## config.mk

```make
export PLATFORM = sky130hd
export DESIGN_NAME = baud_clk_div
export DESIGN_NICKNAME = d
export VERILOG_FILES = /design/src/rtl/baud_div_pkg.sv /design/src/rtl/baud_div_latch.sv /design/src/rtl/baud_div_count.sv /design/src/rtl/baud_div_shape.sv /design/src/rtl/baud_clk_div.sv
export SDC_FILE = /design/constraint.sdc
export NUM_CORES = 1
export LEC_CHECK = 0
export BUFFER_PORTS_ARGS = -buffer_cell sky130_fd_sc_hd__buf_2
export CORE_ASPECT_RATIO = 0.75
export CORE_MARGIN = 2
export CORE_UTILIZATION = 55
export DETAILED_ROUTE_END_ITERATION = 10
export GPL_TIMING_DRIVEN = 0
export PLACE_DENSITY = 0.79
export SETUP_SLACK_MARGIN = 0.02
export SKIP_LAST_GASP = 1
export SLEW_MARGIN = 20
export SYNTH_ARGS = -nofsm -noshare
export SYNTH_HDL_FRONTEND = slang
export SYNTH_SLANG_ARGS = --single-unit
```

## constraint.sdc

```tcl
create_clock -name clk -period 5.6 [get_ports clk]
set_clock_uncertainty 0.1 [all_clocks]
set_input_delay 1.68 -clock clk [delete_from_list [all_inputs] [get_ports clk]]
set_output_delay 1.68 -clock clk [all_outputs]
set_load 0.01 [all_outputs]
```

## src/rtl/baud_div_pkg.sv

```systemverilog
package baud_div_pkg;
  // Waveform class chosen from the active divisor
  typedef enum logic [1:0] {
    MODE_STOP   = 2'd0,  // divisor zero: output parked high
    MODE_FOLLOW = 2'd1,  // divisor one: output tracks the reference clock
    MODE_SHORT  = 2'd2,  // small divisors: single low cycle
    MODE_LONG   = 2'd3   // larger divisors: fixed multi-cycle low phase
  } wave_mode_e;
endpackage

```

## src/rtl/baud_div_latch.sv

```systemverilog
module baud_div_latch #(
  parameter int BYTE_W = 8,
  localparam int DIV_W = 2 * BYTE_W
) (
  input  logic             clk,
  input  logic             rst_n,
  input  logic [BYTE_W-1:0] byte_lo,
  input  logic [BYTE_W-1:0] byte_hi,
  input  logic             load,
  input  logic             commit,
  input  logic [DIV_W-1:0] n_cur,
  output logic [DIV_W-1:0] cand_n
);
  logic [DIV_W-1:0] pend_n;
  logic             pend_v;
  logic [DIV_W-1:0] fresh_n;

  assign fresh_n = {byte_hi, byte_lo};

  // Newest request wins; a parked request wins over the running value
  always_comb begin
    if (load)        cand_n = fresh_n;
    else if (pend_v) cand_n = pend_n;
    else             cand_n = n_cur;
  end

  always_ff @(posedge clk or negedge rst_n) begin
    if (!rst_n) begin
      pend_n <= '0;
      pend_v <= 1'b0;
    end else if (commit) begin
      pend_v <= 1'b0;
    end else if (load) begin
      pend_n <= fresh_n;
      pend_v <= 1'b1;
    end
  end

  // A boundary always consumes the parked request
  assert_pend_consumed_R8: assert property (@(posedge clk) disable iff (!rst_n)
    commit |=> !pend_v);
  // A load that misses the boundary is held for it
  assert_pend_held_R8: assert property (@(posedge clk) disable iff (!rst_n)
    (load && !commit) |=> pend_v);
endmodule

```

## src/rtl/baud_div_count.sv

```systemverilog
module baud_div_count #(
  parameter int DIV_W = 16
) (
  input  logic             clk,
  input  logic             rst_n,
  input  logic [DIV_W-1:0] cand_n,
  output logic [DIV_W-1:0] n_cur,
  output logic [DIV_W-1:0] n_nxt,
  output logic [DIV_W-1:0] cnt_nxt,
  output logic             period_end,
  output logic             start_nxt
);
  logic [DIV_W-1:0] cnt;

  assign period_end = (n_cur == '0) || (cnt == n_cur - DIV_W'(1));

  always_comb begin
    if (period_end) begin
      n_nxt   = cand_n;
      cnt_nxt = '0;
    end else begin
      n_nxt   = n_cur;
      cnt_nxt = cnt + DIV_W'(1);
    end
  end

  assign start_nxt = period_end && (cand_n != '0);

  always_ff @(posedge clk or negedge rst_n) begin
    if (!rst_n) begin
      cnt   <= '0;
      n_cur <= '0;
    end else begin
      cnt   <= cnt_nxt;
      n_cur <= n_nxt;
    end
  end

  // Divisor changes only at a period boundary
  assert_div_change_at_boundary_R8: assert property (@(posedge clk) disable iff (!rst_n)
    !$stable(n_cur) |-> $past(period_end));
  // Counter stays inside the period
  assert_cnt_in_range_R2: assert property (@(posedge clk) disable iff (!rst_n)
    (n_cur != '0) |-> (cnt < n_cur));
endmodule

```

## src/rtl/baud_div_shape.sv

```systemverilog
module baud_div_shape
  import baud_div_pkg::*;
#(
  parameter int DIV_W   = 16,
  parameter int LOW_CYC = 2
) (
  input  logic             clk,
  input  logic             rst_n,
  input  logic [DIV_W-1:0] n_cur,
  input  logic [DIV_W-1:0] n_nxt,
  input  logic [DIV_W-1:0] cnt_nxt,
  input  logic             start_nxt,
  output logic             baud_out,
  output logic             tick
);
  function automatic wave_mode_e classify(input logic [DIV_W-1:0] n);
    if (n == '0)                        return MODE_STOP;
    else if (n == DIV_W'(1))            return MODE_FOLLOW;
    else if (n <= DIV_W'(LOW_CYC + 1))  return MODE_SHORT;
    else                                return MODE_LONG;
  endfunction

  logic       level_nxt;
  logic       baud_q;
  logic       tick_q;
  wave_mode_e mode_cur;

  always_comb begin
    unique case (classify(n_nxt))
      MODE_STOP, MODE_FOLLOW: level_nxt = 1'b1;
      MODE_SHORT:             level_nxt = (cnt_nxt != '0);
      default:                level_nxt = (cnt_nxt >= DIV_W'(LOW_CYC));
    endcase
  end

  always_ff @(posedge clk or negedge rst_n) begin
    if (!rst_n) begin
      baud_q <= 1'b1;
      tick_q <= 1'b0;
    end else begin
      baud_q <= level_nxt;
      tick_q <= start_nxt;
    end
  end

  assign mode_cur = classify(n_cur);
  assign baud_out = (mode_cur == MODE_FOLLOW) ? clk : baud_q;
  assign tick     = tick_q;

  // Stopped divisor: parked high, no pulses
  assert_stop_parked_R7: assert property (@(posedge clk) disable iff (!rst_n)
    (mode_cur == MODE_STOP) |-> (baud_q && !tick_q));
  // Falling edge of the registered clock coincides with the pulse
  assert_fall_has_tick_R10: assert property (@(posedge clk) disable iff (!rst_n)
    $fell(baud_q) |-> tick_q);
  // Pulse lasts one cycle unless the divisor is one
  assert_tick_single_R2: assert property (@(posedge clk) disable iff (!rst_n)
    (tick_q && (mode_cur != MODE_FOLLOW)) |=> !tick_q);
endmodule

```

## src/rtl/baud_clk_div.sv

```systemverilog
module baud_clk_div #(
  parameter int BYTE_W  = 8,
  parameter int LOW_CYC = 2
) (
  input  logic              clk,
  input  logic              rst_n,
  input  logic [BYTE_W-1:0] div_lo,
  input  logic [BYTE_W-1:0] div_hi,
  input  logic              div_load,
  output logic              baud_out,
  output logic              tick
);
  localparam int DIV_W = 2 * BYTE_W;

  logic [DIV_W-1:0] cand_n;
  logic [DIV_W-1:0] n_cur;
  logic [DIV_W-1:0] n_nxt;
  logic [DIV_W-1:0] cnt_nxt;
  logic             period_end;
  logic             start_nxt;

  baud_div_latch #(.BYTE_W(BYTE_W)) u_latch (
    .clk    (clk),
    .rst_n  (rst_n),
    .byte_lo(div_lo),
    .byte_hi(div_hi),
    .load   (div_load),
    .commit (period_end),
    .n_cur  (n_cur),
    .cand_n (cand_n)
  );

  baud_div_count #(.DIV_W(DIV_W)) u_count (
    .clk       (clk),
    .rst_n     (rst_n),
    .cand_n    (cand_n),
    .n_cur     (n_cur),
    .n_nxt     (n_nxt),
    .cnt_nxt   (cnt_nxt),
    .period_end(period_end),
    .start_nxt (start_nxt)
  );

  baud_div_shape #(.DIV_W(DIV_W), .LOW_CYC(LOW_CYC)) u_shape (
    .clk      (clk),
    .rst_n    (rst_n),
    .n_cur    (n_cur),
    .n_nxt    (n_nxt),
    .cnt_nxt  (cnt_nxt),
    .start_nxt(start_nxt),
    .baud_out (baud_out),
    .tick     (tick)
  );

  // Load while stopped starts a period on that edge
  assert_load_starts_R9: assert property (@(posedge clk) disable iff (!rst_n)
    (div_load && (n_cur == '0) && ({div_hi, div_lo} > DIV_W'(1))) |=> (tick && !baud_out));
endmodule

```

# ---- After elaboration in Yosys (flattened, before gate mapping)
# Cells that the tools add are included.
dict set report word_totals {
  regBits 51
  out_inout_bits 2
  wordCells 42
  input_bits 19
}
dict set report classes {
  order_cmp 3
  reduce_logical 10
  mux 14
  bitwise_logic 1
  eq_ne 6
  addsub 2
}
# operator n
set ops {}
lappend ops {{2-to-1 mux 16 bit} 4}
lappend ops {{== test 16 x 1 -> 1 bit, second input constant} 2}
lappend ops {{<= comparator 16 x 2 -> 1 bit, second input constant} 2}
lappend ops {{zero test 16 bit} 2}
lappend ops {{nonzero test 16 bit} 2}
lappend ops {{adder 16 x 1 -> 16 bit, second input constant} 1}
lappend ops {{== test 16 bit} 1}
lappend ops {{greater-or-equal comparator 16 x 2 -> 1 bit, second input constant} 1}
lappend ops {{subtractor 16 x 1 -> 16 bit, second input constant} 1}
lappend ops {{2-to-1 mux 2 bit} 4}
lappend ops {{2-to-1 mux 1 bit} 5}
lappend ops {{== test 2 x 1 -> 1 bit, second input constant} 2}
lappend ops {{== test 2 bit, second input constant} 1}
lappend ops {{zero test 2 bit} 1}
lappend ops {{case mux 1 bit (2 select lines)} 1}
lappend ops {{AND reduction 2 bit} 1}
lappend ops {{nonzero test 2 bit} 1}
lappend ops {{OR reduction 2 bit} 1}
lappend ops {{logical AND 1 bit} 1}
lappend ops {{logical OR 1 bit} 1}
lappend ops {{NOT 1 bit} 1}

# ---- Logic depth before layout (Yosys ltp)
# Gate-level depths: netlist of the first run.
dict set report logic_depth {
  ltp_word 11
  depth_mapped 11
  mapped_depth_nobuf 9
}

# ---- Cells and area by module
# A second synthesis of the first run with hierarchy kept.
dict set report hier_totals {
  cells_unflattened 317
  area_unflattened_um2 3228.1
}
# module n_inst seq_area_each_um2 cells_each area_each_um2
set modules_own_cells {}
lappend modules_own_cells {baud_div_count 1 800.8 207 2043.2}
lappend modules_own_cells {baud_div_latch 1 425.4 91 1012.2}
lappend modules_own_cells {baud_div_shape 1 51.3 19 172.7}

==> summary.txt, run 1 <==
CTS
  – CTS tree: done
  – Hold buffers post-CTS: 0
  – Post-CTS Resized: 0
  – Reg clk slew, reported paths: about 100 ps
  – Setup bufs post-CTS: 0
  – Clk Latency, worst-skew pair: 420 ps

Critical path
  – Worst path cell trace: clkbuf_8 > clkbuf_8 > mux2_2 > buf_2
  – Arr. time, crit path: approximately 3400 ps
  – Critical path class: clk -> out
  – Crit end category: primary output
  – Slowest cell on crit path: mux2_2
  – Worst setup SP type: clock port
  – R2R setup slack: 2150 ps
  – Worst setup path end: baud_out
  – CP required: 3820 ps
  – Crit-path max FO: 2
  – Top delay family on crit path: buffers and inverters
  – Buffers and inverters on the worst path: 3
  – Setup crit start: clk
  – Slowest stage delay, CP: 250 ps
  – Reg-to-Reg End: u_latch.pend_n[13]
  – RR Startpoint: u_count.n_cur[1]
  – CP most frequent cell: clkbuf_8
  – Reg2Reg Depth: 11
  – Stages on worst setup path: 4

Finish
  – N_diodes: 0
  – Post-layout util: 61.9%
  – Non-Filler Instances: 437
  – Storage cell area: 1280 sq um
  – Fill count: 465
  – Area growth syn-to-layout: 10.6%
  – Multi-input combinational cell area: between 1500 and 2000 sq um
  – Final Net Count: 380
  – Ratio of cells with drive above 1 in the final layout: 18.7%

Global route
  – Initial antenna violation count: 0
  – Number of global-route vias before repair: 2,495
  – First-pass GRT wire length: 12,500 microns
  – Grt total ovfl: 0
  – Largest net degree at the start of global routing: 52
  – GRT Total Usage: 25.4%

STA
  – Pins over their slew limit: 0
  – Final-report setup violation count: 0
  – Final Hold Violating Endpoints: 0
  – Min Hold Slack: 428 ps
  – RSZ-0062 raised after global routing: no
  – Slew Limit Headroom: 52.5%
  – Setup TNS: 0 ps
  – Tightest Pin Transition: 706 ps

Logic synthesis
  – Synth Warn #: 0
  – Seq cells post-synth: 51
  – Post-Synthesis Cells: 328
  – Top_reg_cell synth: dfrtp_1
  – Sequential area share after synthesis: 39.8%
  – Yosys cell types: 57
  – Synthesized net count: 350
  – Synth Area per Inst: 9.79 sq um
  – Synthesized area: about 3200 sq um
  – Number of flops mapped to enable cells by yosys: 0
  – FFs w/ async S/R, synth: 100%

Pwr
  – Cell Pwr Density: approximately 210 nW/um^2
  – Pleak: 1.55 nW
  – Max VDD drop: 133 uV

Hold path
  – Hold Crit Class: reg -> reg

Die
  – Num ports: 21
  – Initial Util: 56.0%
  – Die height: 70.2 microns
  – Placeable Area: about 5700 sq um
  – Row cnt: 24
  – Die area: 6470 sq um
  – Die width: 92.2 microns

Route
  – Initial DRC count: 316
  – WL final: about 7700 microns
  – First-pass detailed-route iteration total: 6
  – Via count: 2,714
  – Routed WL per cell: 17.7 microns
  – Antenna viol nets, final: 0
  – DR vias/cell: about 6.2
  – Residual DRC count: 0

Run
  – Max-cap violations: 0

Placed design
  – Cells after DPL: between 400 and 500
  – PortBufs: 20
  – Gpl congestion: 0.881
  – Final HPWL DP: approximately 5600 microns

Run status
  – Status: complete, no violations
state kept, by name, summed over array words and instances (netlist names):
register / cells
u_count.cnt: 16
u_shape.tick: 1
u_latch.pend_n: 16
u_shape.baud_q: 1
u_latch.pend_v: 1
u_count.n_cur: 16
cells in the final DEF (no fill, tap or decap), types with 4 or more instances in the layout:
cell	count
dfrtp_1	50
nor2_1	37
buf_2	25
a21oi_1	25
xnor2_1	24
nand2_1	16
nor3_1	13
xor2_1	13
nand3_1	13
clkbuf_1	10
mux2_4	10
nand4_1	9
o21ai_0	9
clkbuf_8	9
mux2_2	8
mux2i_1	6
o22ai_1	6
a22oi_1	5
inv_1	4
nand3b_1	4
nor2b_1	4
and3_1	4
and2_1	4
nor4_1	4
layout make-up:
type	instances	share of cell area, %
sequential	51	36.0
clock inverter	2	0.458
timing repair buffer	19	2.75
tap	78	2.75
clock buffer	10	3.63
buffer	18	2.57
inverter	5	0.528
multi-input combinational	254	51.4
cells by family (layout without fill, tap and decap cells):
| group | after synthesis | after routing | synth area share, % |
|---|---|---|---|
| AND/OR/NAND/NOR | 126 | 126 | 22.1 |
| AO/OA/AOI/OAI | 63 | 63 | 13.4 |
| flip-flops | 51 | 51 | 39.8 |
| XOR/XNOR | 38 | 38 | 10.8 |
| multiplexers | 24 | 24 | 9.35 |
| buffers and inverters | 23 | 54 | 3.43 |
| adder cells (fa/ha/maj) | 3 | 3 | 1.17 |
how the worst min path moves through the flow:
stage / start / depth (start not counted) / endpoint / slack, ps
floorplan: u_latch.pend_n[4] / 1 / u_latch.pend_n[4] / 380
CTS: u_latch.pend_n[0] / 1 / u_latch.pend_n[0] / 430
global placement: u_latch.pend_n[5] / 1 / u_latch.pend_n[5] / 390
finish: u_latch.pend_n[0] / 1 / u_latch.pend_n[0] / 430
detailed placement: u_latch.pend_n[0] / 1 / u_latch.pend_n[0] / 400
global route: u_latch.pend_n[6] / 1 / u_latch.pend_n[6] / 450
per-stage QoR:
stage | power [mW] | worst slack (ps) | instance area, sq um
finish | 0.758 | 405 | 3550
global route | 0.784 | 391 | 3550
CTS | 0.761 | 395 | 3550
detailed placement | 0.473 | 654 | 3410
global placement | 0.469 | 654 | 3410
floorplan | 0.443 | 748 | 3210
Yosys cell counts, drive strengths merged, types with 8 or more instances:
library cell | count | share of area [%]
xor2 | 13 | 3.5
nor4 | 8 | 3.2
nand4 | 9 | 1.8
nor2 | 37 | 4.3
nand2 | 17 | 2.5
clkbuf | 10 | 1.2
buf | 8 | 1.7
nand3 | 13 | 2.0
o21ai | 9 | 1.4
xnor2 | 24 | 6.5
mux2 | 18 | 7.5
dfrtp | 50 | 39
nor3 | 13 | 2.0
a21oi | 25 | 3.9
routing by layer:
| layer | wire (microns) | global-route usage [%] |
|---|---|---|
| met5 | 0 | 0 |
| met4 | 138 | 9.95 |
| met3 | 692 | 6.90 |
| met2 | 3360 | 33.7 |
| met1 | 3550 | 39.0 |
power breakdown:
group          switching (mW)  internal, mW
Clock                   0.144         0.147
Combinational          0.0387        0.0355
Sequential             0.0112         0.381
Power figures use the tool's default switching activity.
==> inputs of run 2 (changes only) <==
==> constraint.sdc (replaced) <==
create_clock -name clk -period 5.6 [get_ports clk]
set_clock_uncertainty 0.1 [all_clocks]
set_input_delay 0.28 -clock clk [delete_from_list [all_inputs] [get_ports clk]]
set_output_delay 0.28 -clock clk [all_outputs]
set_load 0.01 [all_outputs]
==> run 2 against run 1 <==
Compared with the run above:
- the run now ends with hold timing left
- flip-flop and latch count is the same
- die area stayed put
- register-to-register slack lost 20 ps
- final cell count increased by 0.69%
- final area is 0.85% higher
- largest cell class unchanged
- clock-buffer cell count stayed put
- global-route usage increased by 0.093 points
- clock power about the same
- utilization up 0.52 points
- critical endpoint unchanged
- critical path depth is the same
- sequential power about the same
==> summary.txt, run 2 (synthesized netlist as in run 1, its figures left out) <==
Placed design
  – Post-Place Cell Area: 3410 sq um
  – PortBufs: 20
  – Gpl congestion: roughly 0.9
  – Pre-CTS setup slack: just over 2000 ps
  – Cells after DPL: around 430
  – Final HPWL DP: 5570 microns

Pwr
  – Cell Pwr Density: approximately 210 nW/um^2
  – Total power: roughly 0.76 mW
  – Pleak: 1.56 nW
  – Max VDD drop: 132 uV

Run status
  – Status: finished with violations
  – Failing checks: hold timing

CTS
  – Post-CTS Resized: 0
  – Reg clk slew, reported paths: 100 ps
  – CTS tree: done
  – Clk Latency, worst-skew pair: 430 ps

Global route
  – Largest net degree at the start of global routing: 52
  – Number of global-route vias before repair: between 2k and 3k
  – Grt total ovfl: 0
  – First-pass GRT wire length: between 10,000 and 15,000 microns
  – GRT Total Usage: 25.5%
  – Initial antenna violation count: 0

STA
  – Worst setup margin: 1810 ps
  – Setup TNS: 0 ps
  – Slew Limit Headroom: ~54%
  – Final-report setup violation count: 0
  – Final Hold Violating Endpoints: 1
  – Pins over their slew limit: 0
  – RSZ-0062 raised after global routing: no
  – Min Hold Slack: -2.20 ps
  – Tightest Pin Transition: between 600 and 700 ps

Finish
  – Fill count: 462
  – Storage cell area: 1280 sq um
  – Most common cell after layout, fill and taps aside: dfrtp_1
  – Post-layout util: between 60% and 70%
  – Area growth syn-to-layout: 11.5%
  – Multi-input combinational cell area: between 1500 and 2000 sq um
  – Non-Filler Instances: between 400 and 500
  – N_diodes: 0
  – Most frequent cells in the layout: dfrtp_1 (50), nor2_1 (37), buf_2 (25), a21oi_1 (25), xnor2_1 (24)
  – Final Net Count: ~380
  – Cell area after layout: 3580 sq um
  – Ratio of cells with drive above 1 in the final layout: 18.5%
  – Biggest registers after layout: u_count.cnt: 16 flops, u_count.n_cur: 16 flops, u_latch.pend_n: 16 flops

Die
  – Die width: 92.2 microns
  – Row cnt: 24
  – Num ports: 21
  – Placeable Area: 5740 sq um
  – Initial Util: 56.0%
  – Die height: approximately 70 microns
  – Die area: about 6500 sq um

Route
  – Residual DRC count: 0
  – First-pass detailed-route iteration total: 5
  – WL final: between 7000 and 8000 microns
  – Routed WL per cell: 17.5 microns
  – Via count: 2,708
  – Antenna viol nets, final: 0
  – DR vias/cell: slightly above 6
  – Initial DRC count: 282

Critical path
  – Critical path class: clk -> out
  – R2R setup slack: 2130 ps
  – Arr. time, crit path: ~3400 ps
  – CP required: 5220 ps
  – Crit end category: primary output
  – Crit-path max FO: 2
  – Worst setup SP type: clock port

Hold path
  – Hold Crit Class: in -> reg

Run
  – Max-cap violations: 0
run 2: changes by cell type in the layout (fill, tap and decap cells not counted), sizes merged:
cell,previous run,this run
dlygate4sd3,0,3
run 2: worst max-delay path: stages:
cell and delay (ps):
clkbuf_8 110, clkbuf_8 120, mux2_2 250, buf_2 140
run 2: layer usage:
layer,vias up,global-route usage (%),wire [microns]
li1,1248,-,-
met1,1328,38.8,3580
met2,113,34.3,3350
met3,19,6.90,604
met4,0,9.95,142
met5,-,0,0
run 2: where the power goes:
part           internal [mW]  leakage [nW]  switching, mW
combinational         0.0369         0.865         0.0389
sequential             0.381         0.623         0.0109
clock                  0.147        0.0737          0.147
run 2: layout make-up:
cell class	instances	area share, %
inverters	5	0.524
well taps	78	2.72
clock buffers	10	3.60
multi-input cells	254	50.9
flip-flops and latches	51	35.7
plain buffers	18	2.55
clock inverters	2	0.454
repair buffers	22	3.56
run 2: worst paths after layout:
| kind | to | start | cells after the start |
|---|---|---|---|
| setup / recovery | baud_out | clk | 4 |
| hold / removal | u_latch.pend_n[0] | div_lo[0] | 2 |
| setup reg to reg | u_latch.pend_n[13] | u_count.n_cur[1] | 11 |
| hold reg to reg | u_latch.pend_n[0] | u_latch.pend_n[0] | 1 |
| max in group asynchronous | u_count.cnt[15] | rst_n | 2 |
| min in group asynchronous | u_count.cnt[5] | rst_n | 2 |
run 2: repair_timing:
action,4_1_cts,5_1_grt
buffers inserted,0,0
endpoints found under the hold margin,51,1
hold buffers,2,1
